`src/rtl/spidac_pkg.sv`:
```
package spidac_pkg;
  localparam int NUM_CH     = 4;
  localparam int FRAME_BITS = 24;
  localparam int ADDR_W     = 5;
  localparam int DATA_W     = 16;
  localparam int SLEW_W     = 13;
  localparam int MAIN_W     = 13;
  localparam int DCTL_W     = 9;
  localparam int DCDC_W     = 7;
  localparam int SUB_W      = 3;
  localparam int CH_W       = $clog2(NUM_CH);
  localparam int PAD_W      = FRAME_BITS - DATA_W;

  localparam logic [DATA_W-1:0] GAIN_RST = '1;
  localparam logic [DATA_W-1:0] OFFS_RST = 16'h8000;
  localparam logic [FRAME_BITS-1:0] NOOP_WORD = 24'h1CE000;

  typedef struct packed {
    logic              rd;
    logic [1:0]        spare;
    logic [ADDR_W-1:0] addr;
    logic [DATA_W-1:0] data;
  } frame_t;

  typedef enum logic [SUB_W-1:0] {
    SUB_SLEW   = 3'd0,
    SUB_MAIN   = 3'd1,
    SUB_DACCTL = 3'd2,
    SUB_DCDC   = 3'd3,
    SUB_SOFT   = 3'd4
  } ctl_sub_e;

  typedef enum logic [2:0] {
    WK_NONE, WK_DATA, WK_GAIN, WK_OFFS, WK_CLR, WK_CTRL
  } wr_kind_e;

  typedef enum logic [2:0] {
    RG_DATA = 3'd0, RG_CTRL = 3'd1, RG_GAIN = 3'd2, RG_OFFS = 3'd3,
    RG_CLR  = 3'd4, RG_SLEW = 3'd5, RG_SHARED = 3'd6, RG_NONE = 3'd7
  } rd_group_e;

  function automatic wr_kind_e wr_kind(input logic [ADDR_W-1:0] a);
    unique case (a[4:2])
      3'd0:    return WK_DATA;
      3'd2:    return WK_GAIN;
      3'd4:    return WK_OFFS;
      3'd5:    return WK_CLR;
      3'd7:    return WK_CTRL;
      default: return WK_NONE;
    endcase
  endfunction
endpackage

```
`src/rtl/spidac_shifter.sv`:
```
module spidac_shifter
  import spidac_pkg::*;
(
  input  logic              clk_i,
  input  logic              rst_ni,
  input  logic              sclk_i,
  input  logic              cs_ni,
  input  logic              mosi_i,
  input  logic [DATA_W-1:0] load_i,
  output logic              miso_o,
  output logic              commit_o,
  output frame_t            frame_o
);
  localparam int CNT_W = $clog2(FRAME_BITS) + 1;
  localparam logic [CNT_W-1:0] CNT_SAT  = '1;
  localparam logic [CNT_W-1:0] CNT_FULL = CNT_W'(FRAME_BITS);

  logic [2:0] sclk_q, cs_q;
  logic [1:0] mosi_q;
  logic       sclk_rise, sclk_fall, cs_fall, cs_rise, sel;
  logic [CNT_W-1:0]      cnt_q;
  logic [FRAME_BITS-1:0] rx_q, tx_q;

  always_ff @(posedge clk_i or negedge rst_ni) begin
    if (!rst_ni) begin
      sclk_q <= '0;
      cs_q   <= '1;
      mosi_q <= '0;
    end else begin
      sclk_q <= {sclk_q[1:0], sclk_i};
      cs_q   <= {cs_q[1:0], cs_ni};
      mosi_q <= {mosi_q[0], mosi_i};
    end
  end

  assign sclk_rise = sclk_q[1] & ~sclk_q[2];
  assign sclk_fall = ~sclk_q[1] & sclk_q[2];
  assign cs_fall   = ~cs_q[1] & cs_q[2];
  assign cs_rise   = cs_q[1] & ~cs_q[2];
  assign sel       = ~cs_q[1];

  always_ff @(posedge clk_i or negedge rst_ni) begin
    if (!rst_ni) begin
      cnt_q <= '0;
      rx_q  <= '0;
      tx_q  <= '0;
    end else if (cs_fall) begin
      cnt_q <= '0;
      rx_q  <= '0;
      tx_q  <= {{PAD_W{1'b0}}, load_i};
    end else if (sel) begin
      if (sclk_rise) begin
        rx_q <= {rx_q[FRAME_BITS-2:0], mosi_q[1]};
        if (cnt_q != CNT_SAT) cnt_q <= cnt_q + 1'b1;
      end
      if (sclk_fall) tx_q <= {tx_q[FRAME_BITS-2:0], 1'b0};
    end
  end

  always_ff @(posedge clk_i or negedge rst_ni) begin
    if (!rst_ni) begin
      commit_o <= 1'b0;
      frame_o  <= '0;
    end else begin
      commit_o <= cs_rise && (cnt_q == CNT_FULL);
      if (cs_rise) frame_o <= frame_t'(rx_q);
    end
  end

  assign miso_o = sel & tx_q[FRAME_BITS-1];
endmodule

```
`src/rtl/spidac_regfile.sv`:
```
module spidac_regfile
  import spidac_pkg::*;
(
  input  logic                           clk_i,
  input  logic                           rst_ni,
  input  logic                           commit_i,
  input  frame_t                         frame_i,
  output logic [NUM_CH-1:0][DATA_W-1:0]  data_o,
  output logic [NUM_CH-1:0][DATA_W-1:0]  gain_o,
  output logic [NUM_CH-1:0][DATA_W-1:0]  offs_o,
  output logic [NUM_CH-1:0][DATA_W-1:0]  clr_o,
  output logic [NUM_CH-1:0][SLEW_W-1:0]  slew_o,
  output logic [NUM_CH-1:0][DCTL_W-1:0]  dctl_o,
  output logic [MAIN_W-1:0]              main_o,
  output logic [DCDC_W-1:0]              dcdc_o
);
  wr_kind_e kind;
  ctl_sub_e sub;
  logic     wr_ok;

  assign kind  = wr_kind(frame_i.addr);
  assign sub   = ctl_sub_e'(frame_i.data[DATA_W-1 -: SUB_W]);
  assign wr_ok = commit_i && !frame_i.rd;

  for (genvar c = 0; c < NUM_CH; c++) begin : g_ch
    logic              hit;
    logic [DATA_W-1:0] data_q, gain_q, offs_q, clr_q;
    logic [SLEW_W-1:0] slew_q;
    logic [DCTL_W-1:0] dctl_q;

    assign hit = wr_ok && (frame_i.addr[CH_W-1:0] == CH_W'(c));

    always_ff @(posedge clk_i or negedge rst_ni) begin
      if (!rst_ni) begin
        data_q <= '0;
        gain_q <= GAIN_RST;
        offs_q <= OFFS_RST;
        clr_q  <= '0;
        slew_q <= '0;
        dctl_q <= '0;
      end else if (hit) begin
        unique case (kind)
          WK_DATA: data_q <= frame_i.data;
          WK_GAIN: gain_q <= frame_i.data;
          WK_OFFS: offs_q <= frame_i.data;
          WK_CLR:  clr_q  <= frame_i.data;
          WK_CTRL: begin
            if (sub == SUB_SLEW)   slew_q <= frame_i.data[SLEW_W-1:0];
            if (sub == SUB_DACCTL) dctl_q <= frame_i.data[DCTL_W-1:0];
          end
          default: ;
        endcase
      end
    end

    assign data_o[c] = data_q;
    assign gain_o[c] = gain_q;
    assign offs_o[c] = offs_q;
    assign clr_o[c]  = clr_q;
    assign slew_o[c] = slew_q;
    assign dctl_o[c] = dctl_q;
  end

  always_ff @(posedge clk_i or negedge rst_ni) begin
    if (!rst_ni) begin
      main_o <= '0;
      dcdc_o <= '0;
    end else if (wr_ok && kind == WK_CTRL) begin
      if (sub == SUB_MAIN) main_o <= frame_i.data[MAIN_W-1:0];
      if (sub == SUB_DCDC) dcdc_o <= frame_i.data[DCDC_W-1:0];
    end
  end
endmodule

```
`src/rtl/spidac_readback.sv`:
```
module spidac_readback
  import spidac_pkg::*;
(
  input  logic                           clk_i,
  input  logic                           rst_ni,
  input  logic                           commit_i,
  input  frame_t                         frame_i,
  input  logic [NUM_CH-1:0][DATA_W-1:0]  data_i,
  input  logic [NUM_CH-1:0][DATA_W-1:0]  gain_i,
  input  logic [NUM_CH-1:0][DATA_W-1:0]  offs_i,
  input  logic [NUM_CH-1:0][DATA_W-1:0]  clr_i,
  input  logic [NUM_CH-1:0][SLEW_W-1:0]  slew_i,
  input  logic [NUM_CH-1:0][DCTL_W-1:0]  dctl_i,
  input  logic [MAIN_W-1:0]              main_i,
  input  logic [DCDC_W-1:0]              dcdc_i,
  output logic [DATA_W-1:0]              rdbuf_o
);
  logic [CH_W-1:0]   ch;
  rd_group_e         grp;
  logic [DATA_W-1:0] sel_val;

  assign ch  = frame_i.addr[CH_W-1:0];
  assign grp = rd_group_e'(frame_i.addr[ADDR_W-1:CH_W]);

  always_comb begin
    sel_val = '0;
    unique case (grp)
      RG_DATA: sel_val = data_i[ch];
      RG_CTRL: sel_val = DATA_W'(dctl_i[ch]);
      RG_GAIN: sel_val = gain_i[ch];
      RG_OFFS: sel_val = offs_i[ch];
      RG_CLR:  sel_val = clr_i[ch];
      RG_SLEW: sel_val = DATA_W'(slew_i[ch]);
      RG_SHARED: begin
        if (ch == CH_W'(1)) sel_val = DATA_W'(main_i);
        if (ch == CH_W'(2)) sel_val = DATA_W'(dcdc_i);
      end
      default: sel_val = '0;
    endcase
  end

  always_ff @(posedge clk_i or negedge rst_ni) begin
    if (!rst_ni)                     rdbuf_o <= '0;
    else if (commit_i && frame_i.rd) rdbuf_o <= sel_val;
  end
endmodule

```
`src/rtl/spidac_regslave.sv`:
```
module spidac_regslave
  import spidac_pkg::*;
(
  input  logic                          clk_i,
  input  logic                          rst_ni,
  input  logic                          spi_sclk_i,
  input  logic                          spi_cs_ni,
  input  logic                          spi_mosi_i,
  output logic                          spi_miso_o,
  output logic [NUM_CH-1:0][DATA_W-1:0] dac_code_o,
  output logic [NUM_CH-1:0][DATA_W-1:0] gain_o,
  output logic [NUM_CH-1:0][DATA_W-1:0] offset_o,
  output logic [NUM_CH-1:0][DATA_W-1:0] clear_o,
  output logic [NUM_CH-1:0][SLEW_W-1:0] slew_o,
  output logic [NUM_CH-1:0][DCTL_W-1:0] dac_ctrl_o,
  output logic [MAIN_W-1:0]             main_o,
  output logic [DCDC_W-1:0]             dcdc_o
);
  logic              commit_w;
  frame_t            frame_w;
  logic [DATA_W-1:0] rdbuf_w;

  spidac_shifter u_shift (
    .clk_i    (clk_i),
    .rst_ni   (rst_ni),
    .sclk_i   (spi_sclk_i),
    .cs_ni    (spi_cs_ni),
    .mosi_i   (spi_mosi_i),
    .load_i   (rdbuf_w),
    .miso_o   (spi_miso_o),
    .commit_o (commit_w),
    .frame_o  (frame_w)
  );

  spidac_regfile u_regs (
    .clk_i    (clk_i),
    .rst_ni   (rst_ni),
    .commit_i (commit_w),
    .frame_i  (frame_w),
    .data_o   (dac_code_o),
    .gain_o   (gain_o),
    .offs_o   (offset_o),
    .clr_o    (clear_o),
    .slew_o   (slew_o),
    .dctl_o   (dac_ctrl_o),
    .main_o   (main_o),
    .dcdc_o   (dcdc_o)
  );

  spidac_readback u_rdbk (
    .clk_i    (clk_i),
    .rst_ni   (rst_ni),
    .commit_i (commit_w),
    .frame_i  (frame_w),
    .data_i   (dac_code_o),
    .gain_i   (gain_o),
    .offs_i   (offset_o),
    .clr_i    (clear_o),
    .slew_i   (slew_o),
    .dctl_i   (dac_ctrl_o),
    .main_i   (main_o),
    .dcdc_i   (dcdc_o),
    .rdbuf_o  (rdbuf_w)
  );
endmodule

```
`config.mk`:
```
export PLATFORM = sky130hd
export DESIGN_NAME = spidac_regslave
export DESIGN_NICKNAME = d
export VERILOG_FILES = /design/src/rtl/spidac_pkg.sv /design/src/rtl/spidac_shifter.sv /design/src/rtl/spidac_regfile.sv /design/src/rtl/spidac_readback.sv /design/src/rtl/spidac_regslave.sv
export SDC_FILE = /design/constraint.sdc
export NUM_CORES = 1
export LEC_CHECK = 0
export BUFFER_PORTS_ARGS = -buffer_cell sky130_fd_sc_hd__buf_2
export CORE_MARGIN = 2
export CORE_UTILIZATION = 50
export DETAILED_ROUTE_END_ITERATION = 8
export HOLD_SLACK_MARGIN = 0.03
export PLACE_DENSITY = 0.83
export SYNTH_ARGS = -nofsm -noshare
export SYNTH_HDL_FRONTEND = slang
export SYNTH_SLANG_ARGS = --single-unit
```
`constraint.sdc`:
```
create_clock -name clk_i -period 1.98 [get_ports clk_i]
set_input_delay 0.099 -clock clk_i [delete_from_list [all_inputs] [get_ports clk_i]]
set_output_delay 0.099 -clock clk_i [all_outputs]
set_load 0.03 [all_outputs]
```
* After elaboration in Yosys (flattened, before gate mapping)
Index checks and enable logic that the tools add are counted.
W data, S select, Z words.
** Storage, ports and cells
- Register bits after elaboration :: 465
- Bits of input ports :: 5
- Output and inout port bits :: 365
- Word-level logic and storage cells :: 139
** Cells by class
- $add $sub $neg :: 1
- Magnitude comparators :: 1
- Equality and inequality tests :: 21
- Mux-type cells :: 26
- Bitwise operators :: 9
- Reduce and logical (&&, ||, !) cells :: 44
** Operators by type and width (count)
- $mux W24 :: 6
- $bmux W16 S2 :: 4
- $pmux W16 S7 :: 1
- $mux W16 :: 4
- $reduce_and A2 Y1 :: 20
- $mux W13 :: 3
- $reduce_and A3 Y1 :: 9
- $bmux W13 S2 :: 1
- $mux W6 :: 4
- $bmux W9 S2 :: 1
- $eq A3 B2 Y1 const B :: 6
- $eq A3 B3 Y1 const B :: 6
- $pmux W3 S5 :: 1
- $eq A3 B1 Y1 const B :: 3
- $mux W9 :: 1
- $logic_and A1 B1 Y1 :: 8
- $add A6 B1 Y6 const B :: 1
- $eq A6 B5 Y1 const B :: 1
- $logic_not A3 Y1 :: 2
- $ne A6 B6 Y1 const B :: 1
- $reduce_bool A2 Y1 :: 3
- $and A1 B1 Y1 :: 5
- $eq A2 B2 Y1 const B :: 2
- $not A1 Y1 :: 4
- 5 further kinds :: 5

* Longest topological paths before layout
Gate-level depths: netlist of run 1.
- Depth after elaboration :: 5
- Depth in mapped cells :: 8
- Mapped depth without buffers :: 6

* By module
A second synthesis of run 1 with hierarchy kept.
** Second synthesis, totals
- Cells, all modules :: 1472
- Area total of the unflattened synthesis :: 21124.0 µm²
** Modules (own cells, without submodules)
- spidac_regfile :: times used 1, cells each 828, area an instance 13875.8 µm², sequential area each 9193.8 µm²
- spidac_readback :: times used 1, cells each 351, area an instance 3732.3 µm², sequential area each 400.4 µm²
- spidac_shifter :: times used 1, cells each 293, area an instance 3515.9 µm², sequential area each 2180.8 µm²

* Least setup slack after synthesis of run 1
No wires, ideal clock.
- Kind :: reg-to-reg
- Start :: reg u_shift.frame_o[16] in the netlist's numbering
- End :: reg u_regs.g_ch[2].slew_q[10]
- Setup time :: 0.125 ns
- Arrival :: 1.808 ns
- Required time :: 1.855 ns
- Setup slack :: 0.047 ns
- Stages on the path, launching flop included :: 7
- Path buffers :: 3
- Period minus slack after synthesis :: 1.933 ns
- Cells stage by stage :: dfrtp_1 -> buf_2 -> buf_4 -> or3_1 -> nor2_2 -> buf_4 -> mux2_2
** On the way
- Cells in the longest elaborated chain, start to end :: 3
** RTL lines
- start: declaration :: RTL line spidac_shifter.sv:12 : output frame_t frame_o
- start signal: assignment :: RTL line spidac_shifter.sv:66 : if (cs_rise) frame_o <= frame_t'(rx_q);
- $eq A2 B2 Y1 :: RTL line spidac_regfile.sv:31 : assign hit = wr_ok && (frame_i.addr[CH_W-1:0] == CH_W'(c));
- $logic_and A1 B1 Y1 :: RTL line spidac_regfile.sv:31
- $reduce_and A3 Y1 (no source line)
- end signal: assignment :: RTL line spidac_regfile.sv:48 : if (sub == SUB_SLEW) slew_q <= frame_i.data[SLEW_W-1:0];
- end: declaration :: RTL line spidac_regfile.sv:28 : logic [SLEW_W-1:0] slew_q;
Every way passes these cells.
A chain may end at the register's enable or synchronous reset.

* Worst setup path after layout of run 1
- Start :: reg u_shift.frame_o[16] in the netlist's numbering
- End :: reg u_regs.g_ch[2].slew_q[1]
The elaborated chain is that of the path after synthesis.

==> results of run 1 <==
==> flip-flops by register name (all words and copies together) (netlist names), 24 cells and up <==
register / flops
u_regs.g_ch.clr_q: 64
u_regs.g_ch.data_q: 64
u_regs.g_ch.dctl_q: 36
u_regs.g_ch.gain_q: 64
u_regs.g_ch.offs_q: 64
u_regs.g_ch.slew_q: 52
u_shift.rx_q: 24
u_shift.tx_q: 24
==> power groups by stage <==
stage	Sequential (mW)	Combinational (mW)	Clock, mW
floorplan	9.73	0.117	0
global placement	9.75	0.369	0
detailed placement	9.75	0.386	0
CTS	9.59	0.401	10.0
global route	9.59	0.446	10.5
finish	9.59	0.391	9.99
==> cell usage in the layout (no fill, tap or decap), drive strengths merged, types with 20 or more instances in the layout <==
cell / Yosys / final
buf: 58 / 516
mux2: 400 / 400
dfrtp: 394 / 394
clkbuf: 53 / 78
dfstp: 71 / 71
mux2i: 71 / 71
nand2: 65 / 65
mux4: 60 / 60
nor2: 34 / 34
o21ai: 29 / 29
a21oi: 25 / 25
a22o: 20 / 20
==> through the flow <==
| step | hold slack (ps) | utilization, % | setup slack [ps] |
|---|---|---|---|
| finish | 168 | 65.0 | -65.0 |
| global route | 182 | 65.0 | -77.5 |
| CTS | 162 | 63.9 | -51.4 |
| detailed placement | 34.1 | 58.9 | -173 |
| global placement | 34.9 | 58.9 | -208 |
| floorplan | -197 | - | 47.1 |
==> per-layer routing <==
| metal | vias to the layer above | wire [µm] | share of wire [%] | GRT usage [%] |
|---|---|---|---|---|
| met5 | - | 0 | 0 | 0 |
| met4 | 0 | 3620 | 5.2 | 14.3 |
| met3 | 253 | 7220 | 10 | 9.06 |
| met2 | 919 | 32800 | 47 | 49.2 |
| met1 | 8055 | 26300 | 38 | 40.6 |
| li1 | 6170 | - | - | - |
==> area by class of cell <==
class	instances	area share (%)
repair buffers	527	13.9
clock inverters	18	1.38
clock buffers	73	5.21
well taps	532	2.50
flip-flops and latches	465	44.1
inverters	4	0.0565
multi-input cells	838	32.8
==> what timing repair did <==
| item | CTS | global route |
|---|---|---|
| hold buffers | 5 | 0 |
| setup endpoints to repair | 69 | 114 |
| resized for setup | 27 | 57 |
| hold endpoints to repair | 414 | 0 |
| gates cloned | 3 | 5 |
| setup buffers | 4 | 12 |
| pin swaps | 3 | 5 |
==> synth_stat cells (7+ instances only) <==
cell type	n	area (µm²)
mux4_2	60	1350
buf_4	19	143
nor3_1	7	35.0
dfstp_2	71	1870
buf_2	33	165
dfrtp_1	394	9860
mux2i_1	71	711
nor2_1	25	93.8
a22oi_1	15	113
mux2_2	395	4450
o22ai_1	16	100
o21ai_0	24	120
nand2_1	58	218
a22o_1	20	175
nor2b_1	8	50.1
nand3_1	8	40.0
nand2_2	7	43.8
a21oi_1	25	125
clkbuf_1	53	199
nand2b_1	10	62.6
==> final timing paths <==
| check | depth (start not counted) | slack, ps | to |
|---|---|---|---|
| worst max-delay path | 6 | -60 | u_regs.g_ch[2].slew_q[1] |
| worst min-delay path | 2 | 170 | u_shift.mosi_q[0] |
| worst max register to register | 6 | -60 | u_regs.g_ch[2].slew_q[1] |
| worst min register to register | 0 | 350 | u_shift.mosi_q[1] |
| max in group asynchronous | 3 | 1280 | u_regs.g_ch[3].gain_q[9] |
| min in group asynchronous | 2 | 200 | u_regs.g_ch[2].gain_q[7] |
==> cells by family after synthesis <==
| logic type | count (synthesis) |
|---|---|
| adders and majority gates | 2 |
| and+or+nand+nor | 162 |
| muxes | 531 |
| AOI/OAI and AO/OA | 139 |
| xor gates and xnor gates | 4 |
| DFF | 465 |
| buffers and inverters | 115 |
==> critical path: stages, from the launching register on <==
cell and delay [ps]:
dfrtp_4 490, buf_4 170, buf_6 140, or3_4 420, nor2_4 170, buf_6 170, mux2_2 350
==> impl_results.md, run 1 <==
* CP required at about 2400 ps
* Max IR drop VDD at 0.582 mV
* Register area at 11700 µm²
* Clock power share at 50.0%
* GR Util All Layers at between 30% and 40%
* Largest net degree at the start of global routing at 84
* Io pins at 370
* First-pass GRT wire length at slightly above 100000 µm
* Library cells used by synthesis at 58
* RSZ-0062 raised after global routing: yes
* Clock Latency Late Sink at between 600 and 700 ps
* Overall power at about 20 mW
* Root Buffer: clkbuf_16
* Die X at around 210 µm
* Full die area at between 40000 and 50000 µm²
* Final setup vio count at 57
* Initial antenna violation count at 0
* Synth Area in Simple Gates at under 10%
* WP data arrival at roughly 2500 ps
* Min cycle time layout at ~2000 ps
* Initial Util at 50.7%
* Placed wire-length estimate at 47500 µm
* PwrDens at 751 nW/µm²
* Beginning of the critical path: u_shift.frame_o[16]
* Drt first pass iters at 8
* Multi-input gate area at between 8000 and 9000 µm²
* Final net count at ~1900
* Rows at 74
* Mux cell area share after synthesis at about a third
* Register bit total from synthesis at about 470
* First DRT Iteration DRCs at roughly 1700
* Fin area at between 20000 and 30000 µm²
* Synth Area in Adders at 0.121%
* Diode count at 0
* # port buffers at ~370
* Share of layout cells above drive strength 1 at 62.0%
* Reg clk slew, reported paths at around 60 ps
* Synth Flop Type: dfrtp_1
* Vias in the first global route at between 15000 and 20000
* CP max FO at 6
* Failing checks: negative setup slack
* Flop pwr share at 48.0%
* Bufs on Longest Clock Path at 3
* Comb power frac at under 10%
* DRC viols at 0
* Measured slew at the worst slew-check pin at 1050 ps
* Fmax at 489 MHz
* Post-synth EDFFs at 0
* H-tree depth at 2
* Status: finished, violations left
* Drt total wl at about 70000 µm
* Post-Syn Area at 20700 µm²
* Chip Height at about 210 µm
* Fillers at between 2000 and 3000
* Crit start category: flop
* Worst-case clock skew at between 30 and 40 ps
* Post-synthesis net count at about 1400
* Switching pwr at between 4 and 5 mW
* Pins Over Slew Limit at 0
* YS warnings at 0
* Ys async rst share at 100%
* Number of vias per cell at 6.27
* Sw Share at a little over a fifth
* Number of buffers created by CTS at 49
* Leak pwr at around 13 nW
* Setup TNS at -841 ps
* Global route overflow at 0
* Worst hold path class: in -> reg
* Final cell count without fillers at around 2500
* CTS tree: done
* Final Hold Vio Count at 0
* ANT nets after route at 0
* Post-synthesis sequential area ratio at 56.6%
* Post-Syn Instances at approximately 1400
* CP Capture Type: flop
* Vias at 15397
* Largest family of logic cells by synthesized area: multiplexers
* CP Class: reg -> reg
* Final period util at 103%
* Final Worst Setup Slack at -65.0 ps
* Dpl cells at approximately 2300
* R2r startpoint: u_shift.frame_o[16]
* Max-Slew Margin vs Limit at around 30%
* Compound-cell area share of the yosys netlist at under 10%
* Max cap viols at 0
* Internal power at around 16 mW
* Synth Area in XOR/XNOR at less than 1%
* Avg Inst Size Synth at 14.6 µm²
* # clock sinks at between 400 and 500
* Routed len/inst at about 28 µm
* Synthesis-to-finish area growth at 28.3%
* Core area at about 41000 µm²
* Placed cell areas at between 20000 and 25000 µm²
* Min-delay src: spi_mosi_i
* RD Place Congestion at 0.928
Power figures use the tool's default switching activity.
==> inputs of run 2 (changes only) <==
--- a/config.mk
+++ b/config.mk
@@ -9,6 +9,6 @@
 export CORE_MARGIN = 2
-export CORE_UTILIZATION = 50
+export CORE_UTILIZATION = 40
 export DETAILED_ROUTE_END_ITERATION = 8
 export HOLD_SLACK_MARGIN = 0.03
-export PLACE_DENSITY = 0.83
+export PLACE_DENSITY = 0.71
 export SYNTH_ARGS = -nofsm -noshare
--- a/constraint.sdc
+++ b/constraint.sdc
@@ -3,2 +3,2 @@
 set_output_delay 0.099 -clock clk_i [all_outputs]
-set_load 0.03 [all_outputs]
+set_load 0.05 [all_outputs]
==> impl_results.md, run 2 (same netlist as run 1, synthesis figures left out) <==
* Fin area at roughly 26000 µm²
* DRC viols at 0
* Vias at roughly 15000
* Drt total wl at roughly 70000 µm
* CP max FO at 8
* CP endpoint: u_rdbk.rdbuf_o[5]
* Final setup vio count at 0
* Core area at between 50000 and 60000 µm²
* Max cap viols at 0
* Vias in the first global route at about 15000
* Io pins at 370
* Placed cell areas at between 20000 and 25000 µm²
* Sw Share at a little over a fifth
* Pins Over Slew Limit at 0
* Share of layout cells above drive strength 1 at approximately 62%
* Number of buffers created by CTS at 50
* R2r startpoint: u_shift.frame_o[16]
* Crit start category: flop
* CP required at approximately 2500 ps
* Most frequent cells in the layout: mux2_2, dfrtp_1, buf_2
* R2r endpoint: u_rdbk.rdbuf_o[5]
* First-pass GRT wire length at 102000 µm
* Max IR drop VDD at around 0.75 mV
* GR Util All Layers at approximately a quarter
* Min cycle time layout at about 2000 ps
* Routed len/inst at between 20 and 30 µm
* CP Capture Type: flop
* Largest net degree at the start of global routing at between 70 and 80
* Worst hold path class: in -> reg
* Beginning of the critical path: u_shift.frame_o[16]
* RD Place Congestion at 0.939
* Initial Util at ~40%
* Clock Latency Late Sink at ~600 ps
* Drt first pass iters at 5
* Full die area at between 50000 and 60000 µm²
* Leak pwr at 13.1 nW
* Diode count at 0
* First DRT Iteration DRCs at between 1000 and 1500
* R2r setup slk at approximately 2.5 ps
* # clock sinks at 465
* Worst-case clock skew at 36.2 ps
* FF-to-FF path depth at 8
* Global route overflow at 0
* # port buffers at 369
* Reg clk slew, reported paths at ~60 ps
* Chip Height at 232 µm
* Placed wire-length estimate at roughly 50000 µm
* ANT nets after route at 0
* Switching pwr at 4.29 mW
* Die X at 232 µm
* Root Buffer: clkbuf_16
* Final Hold Vio Count at 0
* Max-Slew Margin vs Limit at 25.5%
* RSZ-0062 raised after global routing: yes
* Final period util at approximately 100%
* Commonest non-fill, non-tap cell in the layout: mux2_2
* PwrDens at approximately 740 nW/µm²
* Util after Layout at a little over 50%
* Clock power share at 49.1%
* Number of vias per cell at 5.68
* WP data arrival at 2460 ps
* Bufs on Longest Clock Path at 3
* Measured slew at the worst slew-check pin at about 1100 ps
* Comb power frac at 1.9%
* CP Class: reg -> reg
* Final net count at 1886
* CTS tree: done
* Initial antenna violation count at 0
* Status: finished clean
* Internal power at 15.3 mW
* Rows at 83
* H-tree depth at 2
* Worst hold stages at 2
* Synthesis-to-finish area growth at 27.5%
* Fmax at slightly above 500 MHz
* Flop pwr share at 49.0%
run 2: layout make-up:
cell class	instances	area (µm²)
fillers	4317	24900
flip-flops and latches	465	11700
multi-input cells	838	8630
repair buffers	520	3500
clock buffers	78	1470
well taps	680	851
clock inverters	16	219
inverters	4	15.0
run 2: what timing repair did:
action                                  CTS  global route
resized for setup                        12            39
gates cloned                              0             1
pin swaps                                 0             1
endpoints found under the hold margin   408             0
setup buffers                             2             7
endpoints found under the setup margin   51           202
hold buffers                              6             0
run 2: layer usage:
| layer | GRT usage (%) | up-vias | part of all wire [%] |
|---|---|---|---|
| met5 | 0 | - | 0 |
| met4 | 8.65 | 0 | 3.3 |
| met3 | 6.21 | 123 | 8.3 |
| met2 | 41.3 | 708 | 48 |
| met1 | 34.7 | 7776 | 41 |
| li1 | - | 6179 | - |
run 2: power groups by stage:
stage | clock, mW | combinational, mW | sequential [mW]
after floorplan | 0 | 0.117 | 9.73
after global placement | 0 | 0.369 | 9.75
after detailed placement | 0 | 0.383 | 9.76
after CTS | 9.75 | 0.395 | 9.59
after global routing | 10.2 | 0.435 | 9.59
final | 9.61 | 0.381 | 9.59
run 2: how the worst min path moves through the flow:
stage	slack [ps]	end	from
after floorplan	-200	u_rdbk.rdbuf_o[0]	rst_ni
after global placement	70	u_regs.g_ch[2].clr_q[13]	rst_ni
after detailed placement	70	u_regs.g_ch[2].offs_q[6]	rst_ni
after CTS	200	u_shift.cs_q[0]	spi_cs_ni
after global routing	210	u_shift.cs_q[0]	spi_cs_ni
final	220	u_shift.mosi_q[0]	spi_mosi_i
run 2: per-stage QoR:
step / setup slack, ps / power, mW / hold WS (ps) / TNS, ps / instances
floorplan: 47.1 / 9.85 / -197 / 0 / 1418
global placement: -103 / 10.1 / 67.3 / -251 / 2491
detailed placement: -137 / 10.1 / 66.0 / -574 / 2491
CTS: 1.50 / 19.7 / 201 / 0 / 2593
global route: -44.7 / 20.2 / 207 / -281 / 2601
finish: 2.50 / 19.6 / 215 / 0 / 2601
run 2: worst max-delay path, cell delays in order, from the launching register on:
cell and delay (ps):
dfrtp_4 530, buf_12 160, nand2b_1 300, nor3_2 90, buf_4 140, buf_4 140
a22oi_1 150, a21oi_1 100, a221o_1 270
==> inputs of run 3 (changes only) <==
- BUFFER_PORTS_ARGS: -buffer_cell sky130_fd_sc_hd__buf_2 -> unset
- DONT_BUFFER_PORTS: unset -> 1
- PLACE_DENSITY: 0.71 -> 0.64
==> impl_results.md, run 3 (same netlist as run 1, synthesis figures left out) <==
* Final Hold Vio Count at 465
* Bufs on Longest Clock Path at 3
* Setup TNS at -8.33 ps
* Routed len/inst at ~28 µm
* Min cycle time layout at around 2000 ps
* Worst hold path class: in -> async
* Share of layout cells above drive strength 1 at between 60% and 70%
* Rows at 83
* Fmax at 503 MHz
* M2 GR Usage at 41.5%
* First-pass GRT wire length at 103000 µm
* Diode count at 0
* First DRT Iteration DRCs at 930
* Beginning of the critical path: u_shift.frame_o[16]
* Pins Over Slew Limit at 0
* Vias in the first global route at around 15000
* Vias at 14227
* Dpl cells at between 2000 and 2500
* CP Class: reg -> reg
* Die X at approximately 230 µm
* # port buffers at 0
* Global route overflow at 0
* Crit start category: flop
* Max-Slew Margin vs Limit at around 23%
* Measured slew at the worst slew-check pin at 1160 ps
* Commonest non-fill, non-tap cell in the layout: buf_4
* Full die area at ~54000 µm²
* Max IR drop VDD at 0.636 mV
* Synthesis-to-finish area growth at 30.7%
* Met3 usage at under 10%
* RSZ-0062 raised after global routing: yes
* Io pins at between 300 and 400
* Root Buffer: clkbuf_16
* Most frequent cells in the layout: buf_4, mux2_2, dfrtp_1
* Multi-input gate area at 8680 µm²
* Final cell count without fillers at between 2000 and 3000
* GR Util met1 at about a third
* Chip Height at 232 µm
* Final Worst Setup Slack at -6.70 ps
* CTS tree: done
* DRC viols at 0
* Final net count at 1832
* Initial antenna violation count at 0
* CP max FO at 8
* GR Util All Layers at between 20% and 30%
* Util after Layout at a little over half
* Fin area at 27100 µm²
* Placed wire-length estimate at about 50000 µm
* Reg clk slew, reported paths at 60 ps
* R2r startpoint: u_shift.frame_o[16]
* Fillers at ~4300
* # clock sinks at around 470
* WP data arrival at 2510 ps
* Failing checks: negative hold slack, negative setup slack
* ANT nets after route at 0
* Overall power at around 20 mW
* Register area at between 10000 and 15000 µm²
* RD Place Congestion at 0.898
* Clock Latency Late Sink at 600 ps
* Placed cell areas at 24700 µm²
* Dpl ws at -143 ps
* Drt total wl at 70500 µm
* Drt first pass iters at 5
* Initial Util at about two fifths
* Hold WS at -779 ps
* Most Used Layer, Global Route: met2
* FF-to-FF path depth at 7
* Final setup vio count at 2
* Leak pwr at around 13 nW
* Core area at approximately 51000 µm²
* Max cap viols at 0
* CP required at 2500 ps
* Status: finished, violations left
* Number of buffers created by CTS at slightly above 50
* PwrDens at approximately 730 nW/µm²
* Number of vias per cell at between 5 and 6
* Final period util at 100%
* Worst-case clock skew at approximately 23 ps
* H-tree depth at 2
* Largest net degree at the start of global routing at 466
* Hold_buf cts at 4
* CP Capture Type: flop
-- run 3: what timing repair did --
| action | 4_1_cts | 5_1_grt |
|---|---|---|
| hold endpoints to repair | 468 | 465 |
| cloned | 1 | 3 |
| buffers inserted | 16 | 10 |
| endpoints found under the setup margin | 123 | 142 |
| pin swaps | 3 | 15 |
| gates resized for setup | 24 | 45 |
-- run 3: report_power, final --
part / internal [mW] / leakage (nW) / switching (mW)
clock: 6.05 / 0.864 / 3.99
combinational: 0.0608 / 5.73 / 0.0907
sequential: 9.54 / 6.22 / 0.0446
-- run 3: layer usage --
layer	share of wire (%)	wire length (µm)
met1	39	27400
met2	47	33100
met3	10	7030
met4	4.1	2880
met5	0	0
-- run 3: critical path, stage by stage (launching register included) --
cell and delay (ps):
dfrtp_4 540, or4b_1 540, buf_4 180, o22ai_1 200, buf_4 150, a221o_1 130
a21oi_1 50, o21ai_1 120
-- run 3: worst paths after layout --
kind	slack, ps	end
max in group asynchronous	1930	u_regs.g_ch[1].dctl_q[2]
hold / removal	-780	u_regs.g_ch[2].data_q[14]
hold reg to reg	360	u_shift.cs_q[1]
setup / recovery	-7	u_rdbk.rdbuf_o[11]
min in group clk_i	80	u_shift.mosi_q[0]
setup reg to reg	-7	u_rdbk.rdbuf_o[11]
-- run 3: layout make-up --
cell class	count	share of cell area [%]
clock buffers	82	5.77
clock inverters	13	0.776
inverters	4	0.0554
multi-input cells	838	32.1
flip-flops and latches	465	43.3
well taps	680	3.14
repair buffers	465	14.9
